File: config.mk
export PLATFORM = sky130hd
export DESIGN_NAME = synth_divider_core
export DESIGN_NICKNAME = d
export VERILOG_FILES = /design/src/rtl/synth_div_pkg.sv /design/src/rtl/swallow_div.sv /design/src/rtl/ref_div.sv /design/src/rtl/pfd_lock.sv /design/src/rtl/synth_divider_core.sv
export SDC_FILE = /design/constraint.sdc
export NUM_CORES = 1
export LEC_CHECK = 0
export ABC_AREA = 1
export CAP_MARGIN = 20
export CORE_MARGIN = 2
export CORE_UTILIZATION = 40
export DETAILED_ROUTE_END_ITERATION = 7
export PLACE_DENSITY_LB_ADDON = 0.25
export SLEW_MARGIN = 20
export SYNTH_ARGS = -nofsm -noshare
export SYNTH_HDL_FRONTEND = slang
export SYNTH_SLANG_ARGS = --single-unit
File: constraint.sdc
create_clock -name clk -period 6.1 [get_ports clk]
set_input_delay 1.525 -clock clk [delete_from_list [all_inputs] [get_ports clk]]
set_output_delay 1.525 -clock clk [all_outputs]
set_load 0.01 [all_outputs]
File: src/rtl/synth_div_pkg.sv
package synth_div_pkg;

    typedef enum logic [2:0] {
        TC_RUN_A   = 3'b000,
        TC_RUN_B   = 3'b001,
        TC_MUTE_A  = 3'b010,
        TC_MUTE_B  = 3'b011,
        TC_SHOW_RF = 3'b100,
        TC_SHOW_DV = 3'b101,
        TC_SINK    = 3'b110,
        TC_SOURCE  = 3'b111
    } test_code_e;

    typedef struct packed {
        logic follow;     // pump follows the detector
        logic force_src;
        logic force_snk;
        logic show_ref;
        logic show_div;
    } test_ctl_t;

    function automatic test_ctl_t decode_test(input logic [2:0] code);
        test_ctl_t c;
        c = '0;
        case (test_code_e'(code))
            TC_RUN_A, TC_RUN_B:   c.follow = 1'b1;
            TC_SHOW_RF:           begin c.follow = 1'b1; c.show_ref = 1'b1; end
            TC_SHOW_DV:           begin c.follow = 1'b1; c.show_div = 1'b1; end
            TC_SINK:              c.force_snk = 1'b1;
            TC_SOURCE:            c.force_src = 1'b1;
            default:              c = '0;
        endcase
        return c;
    endfunction

endpackage

File: src/rtl/swallow_div.sv
module swallow_div #(
    parameter int RATIO_W = 16,
    parameter int SWAL_W  = 5
) (
    input  logic               clk,
    input  logic               rst_n,
    input  logic               tick_i,
    input  logic [RATIO_W-1:0] ratio_i,
    output logic               pulse_o
);
    localparam int PRE_W  = SWAL_W + 1;
    localparam int MAIN_W = RATIO_W - SWAL_W;
    localparam logic [PRE_W-1:0] LAST_LO = PRE_W'((1 << SWAL_W) - 1);
    localparam logic [PRE_W-1:0] LAST_HI = PRE_W'(1 << SWAL_W);

    typedef struct packed {
        logic [PRE_W-1:0]  pre;
        logic [MAIN_W-1:0] main;
        logic              pulse;
    } st_t;

    st_t st_q, st_d;
    logic [MAIN_W-1:0] main_last;
    logic [MAIN_W-1:0] swal_n;
    logic              swallow;
    logic [PRE_W-1:0]  pre_last;

    always_comb begin
        main_last = ratio_i[RATIO_W-1:SWAL_W] - MAIN_W'(1);
        swal_n    = MAIN_W'(ratio_i[SWAL_W-1:0]);
        swallow   = st_q.main < swal_n;
        pre_last  = swallow ? LAST_HI : LAST_LO;
        st_d       = st_q;
        st_d.pulse = 1'b0;
        if (tick_i) begin
            if (st_q.pre >= pre_last) begin
                st_d.pre = '0;
                if (st_q.main >= main_last) begin
                    st_d.main  = '0;
                    st_d.pulse = 1'b1;
                end else begin
                    st_d.main = st_q.main + MAIN_W'(1);
                end
            end else begin
                st_d.pre = st_q.pre + PRE_W'(1);
            end
        end
    end

    always_ff @(posedge clk or negedge rst_n) begin
        if (!rst_n) st_q <= '0;
        else        st_q <= st_d;
    end

    assign pulse_o = st_q.pulse;

    // a divided pulse is always caused by a consumed tick
    assert_pulse_needs_tick_R1: assert property (@(posedge clk) disable iff (!rst_n)
        st_q.pulse |-> $past(tick_i));
    // the prescaler never counts beyond the 33-tick modulus
    assert_prescale_bound_R1: assert property (@(posedge clk) disable iff (!rst_n)
        st_q.pre <= LAST_HI);
    // every pulse leaves the counters back at their start state
    assert_pulse_restarts_R2: assert property (@(posedge clk) disable iff (!rst_n)
        st_q.pulse |-> (st_q.pre == '0 && st_q.main == '0));

endmodule

File: src/rtl/ref_div.sv
module ref_div #(
    parameter int REF_LOG2 = 6
) (
    input  logic clk,
    input  logic rst_n,
    input  logic tick_i,
    input  logic fast_i,
    output logic pulse_o
);
    localparam int CNT_W = REF_LOG2 + 1;
    localparam logic [CNT_W-1:0] LAST_FAST = CNT_W'((1 << REF_LOG2) - 1);
    localparam logic [CNT_W-1:0] LAST_SLOW = CNT_W'((1 << (REF_LOG2 + 1)) - 1);

    typedef struct packed {
        logic [CNT_W-1:0] cnt;
        logic             pulse;
    } st_t;

    st_t st_q, st_d;
    logic [CNT_W-1:0] last;

    always_comb begin
        last       = fast_i ? LAST_FAST : LAST_SLOW;
        st_d       = st_q;
        st_d.pulse = 1'b0;
        if (tick_i) begin
            if (st_q.cnt >= last) begin
                st_d.cnt   = '0;
                st_d.pulse = 1'b1;
            end else begin
                st_d.cnt = st_q.cnt + CNT_W'(1);
            end
        end
    end

    always_ff @(posedge clk or negedge rst_n) begin
        if (!rst_n) st_q <= '0;
        else        st_q <= st_d;
    end

    assign pulse_o = st_q.pulse;

    // reference pulses come only from a consumed crystal tick
    assert_ref_needs_tick_R3: assert property (@(posedge clk) disable iff (!rst_n)
        st_q.pulse |-> $past(tick_i));
    // a reference pulse leaves the count at zero
    assert_ref_restart_R3: assert property (@(posedge clk) disable iff (!rst_n)
        st_q.pulse |-> st_q.cnt == '0);

endmodule

File: src/rtl/pfd_lock.sv
module pfd_lock #(
    parameter int LOCK_TOL = 4,
    parameter int LOCK_RUN = 16
) (
    input  logic clk,
    input  logic rst_n,
    input  logic ref_pulse_i,
    input  logic div_pulse_i,
    output logic up_o,
    output logic dn_o,
    output logic lock_o
);
    localparam int WID_W  = $clog2(LOCK_TOL + 1);
    localparam int GOOD_W = $clog2(LOCK_RUN + 1);
    localparam logic [WID_W-1:0]  TOL_V = WID_W'(LOCK_TOL);
    localparam logic [GOOD_W-1:0] RUN_V = GOOD_W'(LOCK_RUN);

    typedef struct packed {
        logic              up;
        logic              dn;
        logic [WID_W-1:0]  wid;
        logic [GOOD_W-1:0] good;
        logic              lock;
    } st_t;

    st_t  st_q, st_d;
    logic up_n, dn_n, both, active, slip, match;

    always_comb begin
        up_n   = st_q.up | ref_pulse_i;
        dn_n   = st_q.dn | div_pulse_i;
        both   = up_n & dn_n;
        active = st_q.up | st_q.dn;
        slip   = active && (st_q.wid >= TOL_V);
        match  = both && !slip;

        st_d    = st_q;
        st_d.up = up_n & ~both;
        st_d.dn = dn_n & ~both;

        if (both || !active)          st_d.wid = '0;
        else if (st_q.wid < TOL_V)    st_d.wid = st_q.wid + WID_W'(1);

        if (slip)                     st_d.good = '0;
        else if (match && st_q.good < RUN_V)
                                      st_d.good = st_q.good + GOOD_W'(1);

        st_d.lock = (st_d.good == RUN_V);
    end

    always_ff @(posedge clk or negedge rst_n) begin
        if (!rst_n) st_q <= '0;
        else        st_q <= st_d;
    end

    assign up_o   = st_q.up;
    assign dn_o   = st_q.dn;
    assign lock_o = st_q.lock;

    // the two detector flops are never set together
    assert_flops_exclusive_R4: assert property (@(posedge clk) disable iff (!rst_n)
        !(st_q.up && st_q.dn));
    // an enable held for the tolerance and more drops lock next cycle
    assert_slip_unlocks_R11: assert property (@(posedge clk) disable iff (!rst_n)
        ((st_q.up || st_q.dn) && st_q.wid >= TOL_V) |=> !st_q.lock);
    // lock is only gained on the cycle after a comparison closed
    assert_lock_on_quiet_R10: assert property (@(posedge clk) disable iff (!rst_n)
        $rose(st_q.lock) |-> (!st_q.up && !st_q.dn));

endmodule

File: src/rtl/synth_divider_core.sv
module synth_divider_core
    import synth_div_pkg::*;
#(
    parameter int RATIO_W  = 16,
    parameter int SWAL_W   = 5,
    parameter int REF_LOG2 = 6,
    parameter int LOCK_TOL = 4,
    parameter int LOCK_RUN = 16
) (
    input  logic               clk,
    input  logic               rst_n,
    input  logic               vco_tick_i,
    input  logic               xtal_tick_i,
    input  logic [RATIO_W-1:0] ratio_i,
    input  logic               ref_fast_i,
    input  logic               tune_off_i,
    input  logic [1:0]         cp_code_i,
    input  logic [2:0]         test_code_i,
    output logic               pump_src_o,
    output logic               pump_snk_o,
    output logic [1:0]         pump_cur_o,
    output logic               locked_o,
    output logic               mon_o
);
    logic      div_pulse, ref_pulse, pfd_up, pfd_dn;
    test_ctl_t ctl;

    swallow_div #(.RATIO_W(RATIO_W), .SWAL_W(SWAL_W)) u_swallow (
        .clk     (clk),
        .rst_n   (rst_n),
        .tick_i  (vco_tick_i),
        .ratio_i (ratio_i),
        .pulse_o (div_pulse)
    );

    ref_div #(.REF_LOG2(REF_LOG2)) u_ref (
        .clk     (clk),
        .rst_n   (rst_n),
        .tick_i  (xtal_tick_i),
        .fast_i  (ref_fast_i),
        .pulse_o (ref_pulse)
    );

    pfd_lock #(.LOCK_TOL(LOCK_TOL), .LOCK_RUN(LOCK_RUN)) u_pfd (
        .clk         (clk),
        .rst_n       (rst_n),
        .ref_pulse_i (ref_pulse),
        .div_pulse_i (div_pulse),
        .up_o        (pfd_up),
        .dn_o        (pfd_dn),
        .lock_o      (locked_o)
    );

    always_comb begin
        ctl        = decode_test(test_code_i);
        pump_src_o = !tune_off_i && (ctl.force_src || (ctl.follow && pfd_up));
        pump_snk_o = !tune_off_i && (ctl.force_snk || (ctl.follow && pfd_dn));
        mon_o      = (ctl.show_ref && ref_pulse) || (ctl.show_div && div_pulse);
        pump_cur_o = cp_code_i;
    end

    // tuning disable silences the pump
    assert_off_silent_R8: assert property (@(posedge clk) disable iff (!rst_n)
        tune_off_i |-> (!pump_src_o && !pump_snk_o));
    // source and sink never drive together
    assert_pump_exclusive_R6: assert property (@(posedge clk) disable iff (!rst_n)
        !(pump_src_o && pump_snk_o));
    // monitor stays quiet outside the monitor codes
    assert_mon_quiet_R7: assert property (@(posedge clk) disable iff (!rst_n)
        !test_code_i[2] |-> !mon_o);
    // mute codes keep the pump idle
    assert_mute_idle_R5: assert property (@(posedge clk) disable iff (!rst_n)
        (test_code_i[2:1] == 2'b01) |-> (!pump_src_o && !pump_snk_o));

endmodule

==> out/metrics.cfg, run 1 <==
[synthesis]
syn-cell-area_um2=2810
synth_enable_flop_cells=0
synth_nets=424
netlist-cell-type-count=31
synth_async_sr_flop_share_pct=100
avgSynthCellArea_um2=7.60
synth.yosys.warnings=0
syn_inst=369
synth.ff_latch_count=37
yosys_most_used_dff=sky130_fd_sc_hd__dfrtp_1
synth.yosys.seq_area_share_pct=33.0

[sta]
final.min_clock_period_ns=4.34
max_slew_margin_pct=46.7
clock_skew_ns=0.00589
hold_ws_ns=0.492
totalNegativeSetupSlack_ns=0
worst_slew_pin_slew_ns=0.799
finalHoldViolCount=0
slew_viol_final=0
post-route-period-util_pct=71.2
max_freq_ghz=0.230
grt_setup_unrepaired=no
final-setup-viol-count=0

[run_status]
outcome=complete, no violations

[critical_path]
worstPathMaxFanout=3
cp.depth=5
r2r_cells=16
critPathSlowestCell=sky130_fd_sc_hd__clkdlybuf4s50_1
timing_worst_setup_path_type=in2out
path_common_cell=sky130_fd_sc_hd__clkdlybuf4s50_1
critical-path-max-stage-delay_ns=0.54
worst_setup_path_start_kind=primary input
path_delay_family=buffers and inverters
crit_path_cell_trace=clkdlybuf4s50_1, inv_1, nand2_1, a21oi_1, clkdlybuf4s50_1
worstPathRequired_ns=4.58
worst_setup_path_end_kind=primary output
critical_path_buf_inv_count=3
crit_arrival_ns=2.82

[drt]
avgViaCountPerCell=4.66
ant_nets=0
detailroute.via_count=2310
detail_route.wl_per_cell_um=10.4
drt_first_iter_violations=80
detail_route.wirelength_mm=5.17
first_pass_iters=4
drc=0

[final_layout]
footprint_of_the_multi_input_gates_um2=1630
post-route-util_pct=47.9
most_common_cell_after_layout_fill_and_taps_aside=sky130_fd_sc_hd__nand2_1
fin_cells=496
final_layout_size_suffix_gt1_share_pct=8.75
num-fill-cells=693
syn2layout_area_growth_pct=16.1
layout.area.seq_um2=926
number_of_antenna_repair_diodes=0
nNetsFinal=455
layout.cells.most_common_list=sky130_fd_sc_hd__nand2_1, sky130_fd_sc_hd__inv_1, sky130_fd_sc_hd__dfrtp_1

[pwr]
vdd_drop_max_mv=0.105
finalPower_w=0.000894
p_leak_nw=1.72
power_density_nw_per_um2=275

[cts]
cts.repair_timing.setup_buffer_count=0
clock_tree.root_cell=sky130_fd_sc_hd__clkbuf_8
cts_num_sinks=37
clk_path_buf_depth=2
clk_pin_slew_ns=0.07
post_cts.resized_instances=0
cts_tree=yes
clock_tree.htree_level_count=2
clock_insertion_delay_worst_skew_ns=0.28
postCtsHoldBufs=0
cts_buffers=5

[flow_run]
cap_violations=0

[grt]
overflow=0
global_route_total_usage_across_every_layer_pct=15.1
grt_pass1_wl_mm=9.40
initial_antenna_violation_count=0
grt_start_max_net_pins=38
via_count_of_the_first_global_routing_pass=2207

[die]
overall_die_height_um=87.7
placeable_core_area_um2=6790
die_w_um=87.7
start_util_pct=41.3
design.die.area_um2=7700
ios=33
core.rowCount=30

[place]
dp_hpwl_mm=4.12
placed_cells=489
gpl.final_weighted_congestion=0.783
place.port_buffers=28

[worst_hold_path]
holdPathStages=1
holdCritPathClass=reg2reg

per-stage QoR:
step                instance area, um2  setup WS, ns
global placement                  3170          1.80
CTS                               3260          1.75
finish                            3260          1.76
floorplan                         2810          2.56
detailed placement                3170          1.75
global route                      3260          1.69
report_power, final:
part           internal (W)  total, W  switching, W
logic              0.000141  0.000333      0.000192
registers          0.000310  0.000391     0.0000803
clock network     0.0000896  0.000170     0.0000806
total              0.000542  0.000894      0.000353
path summary, 6_finish.rpt:
| path | end | startpoint | slack (ns) |
|---|---|---|---|
| min in group asynchronous | u_pfd.st_q[3] | rst_n | 1.32 |
| worst min-delay path | u_pfd.dn_o | u_ref.pulse_o | 0.49 |
| worst max register to register | u_swallow.st_q[7] | u_swallow.st_q[3] | 3.42 |
| max in group asynchronous | u_ref.st_q[7] | rst_n | 4.27 |
| worst max-delay path | pump_src_o | test_code_i[1] | 1.76 |
| worst min register to register | u_pfd.dn_o | u_ref.pulse_o | 0.49 |
synthesized netlist by cell type (all sizes together), types with 2 or more instances:
cell,number,share of area [%]
buf,3,0.94
inv,57,7.8
a21oi,15,2.8
nor2,38,7.4
nand4,10,2.2
xnor2,6,1.9
xor2,14,4.4
ha,28,12
nand2,102,14
o21ai,6,1.2
dfrtp,37,33
nor3,17,3.6
nand3,30,6.9
o22ai,2,0.45
state kept, by name, indices dropped and copies added, names as in the netlist:
signal / cells
u_swallow.st_q: 17
u_pfd.st_q: 8
u_ref.st_q: 7
u_pfd.dn_o: 1
u_pfd.lock_o: 1
u_pfd.up_o: 1
u_ref.pulse_o: 1
u_swallow.pulse_o: 1
cell type report:
cell class              count  share of cell area [%]
inverters                  57                    6.72
flip-flops and latches     37                    28.4
multi-input cells         271                    50.1
clock buffers               7                    2.65
well taps                  96                    3.69
repair buffers             28                    8.45
per-layer routing:
layer | vias to the layer above | wire length (um) | global-route usage, %
met1 | 1033 | 2480 | 18.2
met4 | 0 | 67 | 4.20
met2 | 32 | 2450 | 27.3
met3 | 4 | 166 | 3.11
li1 | 1241 | - | -
met5 | - | 0 | 0
kinds of logic after synthesis:
family | Yosys count | synth area share (%)
AND/OR/NAND/NOR | 199 | 34.7
AO/OA/AOI/OAI | 24 | 4.68
XOR/XNOR | 20 | 6.24
adder cells (fa/ha/maj) | 28 | 12.5
flip-flops | 37 | 33.0
buffers and inverters | 61 | 8.88
No activity file was read; power rests on OpenSTA's default activity.
==> run 2: changes to the inputs <==
==> constraint.sdc (replaced) <==
create_clock -name clk -period 3.95 [get_ports clk]
set_input_delay 0.9875 -clock clk [delete_from_list [all_inputs] [get_ports clk]]
set_output_delay 0.9875 -clock clk [all_outputs]
set_load 0.01 [all_outputs]
==> out/metrics.cfg, run 2 (synthesis gave the netlist of run 1 again) <==
[cts]
post_cts.resized_instances=0  ; unchanged
cts_buffers=5  ; unchanged
cts_num_sinks=37  ; unchanged
clk_path_buf_depth=2  ; unchanged
clock_tree.htree_level_count=2  ; unchanged
clock_tree.root_cell=sky130_fd_sc_hd__clkbuf_8  ; unchanged
cts.repair_timing.setup_buffer_count=0  ; unchanged
clk_pin_slew_ns=0.07  ; about the same
clock_insertion_delay_worst_skew_ns=0.29  ; was 0.28 ns
postCtsHoldBufs=0  ; unchanged
cts_tree=yes  ; unchanged

[place]
placed_cells=489  ; unchanged
place.port_buffers=28  ; unchanged
dp_hpwl_mm=4.17  ; was 4.12 mm
post_dp_cell_area_um2=3170  ; unchanged
gpl.final_weighted_congestion=0.777  ; was 0.783

[final_layout]
syn2layout_area_growth_pct=16.1  ; unchanged
design_area_um2=3260  ; unchanged
most_common_cell_after_layout_fill_and_taps_aside=sky130_fd_sc_hd__nand2_1  ; unchanged
number_of_antenna_repair_diodes=0  ; unchanged
nNetsFinal=455  ; unchanged
reg_top3=u_swallow.st_q (17), u_pfd.st_q (8), u_ref.st_q (7)  ; unchanged
final_layout_size_suffix_gt1_share_pct=8.75  ; unchanged
regMostFlops=u_swallow.st_q  ; unchanged
num-fill-cells=662  ; was 693
fin_cells=496  ; unchanged
layout.cells.most_common_list=sky130_fd_sc_hd__nand2_1, sky130_fd_sc_hd__inv_1, sky130_fd_sc_hd__dfrtp_1  ; unchanged
largest_reg_flops=17  ; unchanged

[die]
placeable_core_area_um2=6790  ; unchanged
start_util_pct=41.3  ; unchanged
core.rowCount=30  ; unchanged
ios=33  ; unchanged
die_w_um=87.7  ; unchanged
overall_die_height_um=87.7  ; unchanged
design.die.area_um2=7700  ; unchanged

[sta]
slew_viol_final=0  ; unchanged
max_slew_margin_pct=45.2  ; was 46.7%
worst_slew_pin_slew_ns=0.822  ; was 0.799 ns
hold_ws_ns=0.489  ; was 0.492 ns
totalNegativeSetupSlack_ns=0  ; unchanged
final-setup-viol-count=0  ; unchanged
finalHoldViolCount=0  ; unchanged
max_freq_ghz=0.301
clock_skew_ns=0.00459  ; was 0.00589 ns
final.min_clock_period_ns=3.32
grt_setup_unrepaired=no  ; unchanged
post-route-period-util_pct=84.1

[drt]
detail_route.wirelength_mm=5.34  ; was 5.17 mm
first_pass_iters=4  ; unchanged
detailroute.via_count=2288  ; was 2310
ant_nets=0  ; unchanged
drc=0  ; unchanged
drt_first_iter_violations=122  ; was 80
detail_route.wl_per_cell_um=10.8  ; was 10.4 um
avgViaCountPerCell=4.61  ; was 4.66

[grt]
grt_pass1_wl_mm=9.38  ; was 9.40 mm
grt_start_max_net_pins=38  ; unchanged
overflow=0  ; unchanged
initial_antenna_violation_count=0  ; unchanged
via_count_of_the_first_global_routing_pass=2192  ; was 2207
global_route_total_usage_across_every_layer_pct=15.5  ; was 15.1%

[pwr]
finalPower_w=0.00139  ; was 0.000894 W
power_density_nw_per_um2=427  ; was 275 nW/um2
vdd_drop_max_mv=0.131  ; was 0.105 mV
p_leak_nw=1.72  ; unchanged

[flow_run]
cap_violations=0  ; unchanged

[critical_path]
worstPathMaxFanout=8  ; was 3
crit_arrival_ns=3.55  ; was 2.82 ns
timing_worst_setup_path_type=in2reg  ; was in2out
worst_setup_path_start_kind=primary input  ; unchanged
worst_setup_path_end_kind=register  ; was primary output
worstPathRequired_ns=4.18  ; was 4.58 ns

[worst_hold_path]
holdCritPathClass=reg2reg  ; unchanged

[run_status]
outcome=complete, no violations  ; unchanged

run 2: cell counts in the layout (fill, tap and decap cells not counted):
No cell type changed its count.
run 2: where the power goes:
group / leakage, nW / switching [W] / internal (W)
clock: 0.0443 / 0.000128 / 0.000138
combinational: 1.20 / 0.000294 / 0.000217
sequential: 0.475 / 0.000134 / 0.000479
total: 1.72 / 0.000556 / 0.000834
run 2: per-stage QoR:
stage,setup slack [ns],util [%]
2_1_floorplan,0.945,-
3_3_place_gp,0.345,46.7
3_5_place_dp,0.301,46.7
4_1_cts,0.584,47.9
5_1_grt,0.360,47.9
6_report,0.626,47.9
run 2: critical path, cell delays in order:
cell and delay [ns]:
sky130_fd_sc_hd__clkdlybuf4s50_1 0.39, sky130_fd_sc_hd__inv_1 0.10, sky130_fd_sc_hd__ha_1 0.22, sky130_fd_sc_hd__nand3_1 0.13
sky130_fd_sc_hd__nor3_1 0.26, sky130_fd_sc_hd__nand3_1 0.13, sky130_fd_sc_hd__xor2_1 0.17, sky130_fd_sc_hd__ha_1 0.29
sky130_fd_sc_hd__nand2_1 0.08, sky130_fd_sc_hd__inv_2 0.04, sky130_fd_sc_hd__a21oi_1 0.14, sky130_fd_sc_hd__nand3_1 0.18
sky130_fd_sc_hd__nor2_8 0.24, sky130_fd_sc_hd__nand3_1 0.11, sky130_fd_sc_hd__nand2_1 0.07
run 2: metal layers:
metal	track usage, %	vias up	wire length (um)
met3	2.83	7	243
met1	19.3	988	2560
met4	5.87	0	82
li1	-	1242	-
met5	0	-	0
met2	26.5	51	2450
run 2: path summary, 6_finish.rpt:
path	startpoint	end	slack [ns]	cells after the start
setup reg to reg	u_swallow.st_q[3]	u_swallow.st_q[9]	1.34	16
setup / recovery	ratio_i[5]	u_swallow.st_q[1]	0.63	15
hold / removal	u_swallow.pulse_o	u_pfd.up_o	0.49	1
hold reg to reg	u_swallow.pulse_o	u_pfd.up_o	0.49	1
max in group asynchronous	rst_n	u_swallow.st_q[3]	2.64	1
min in group asynchronous	rst_n	u_pfd.st_q[3]	0.79	1
run 2: area by class of cell:
| cell class | instances | area (um2) | area share [%] |
|---|---|---|---|
| clock buffers | 7 | 86.3 | 2.65 |
| inverters | 57 | 219 | 6.72 |
| multi-input cells | 271 | 1630 | 50.1 |
| flip-flops and latches | 37 | 926 | 28.4 |
| well taps | 96 | 120 | 3.69 |
| repair buffers | 28 | 275 | 8.45 |
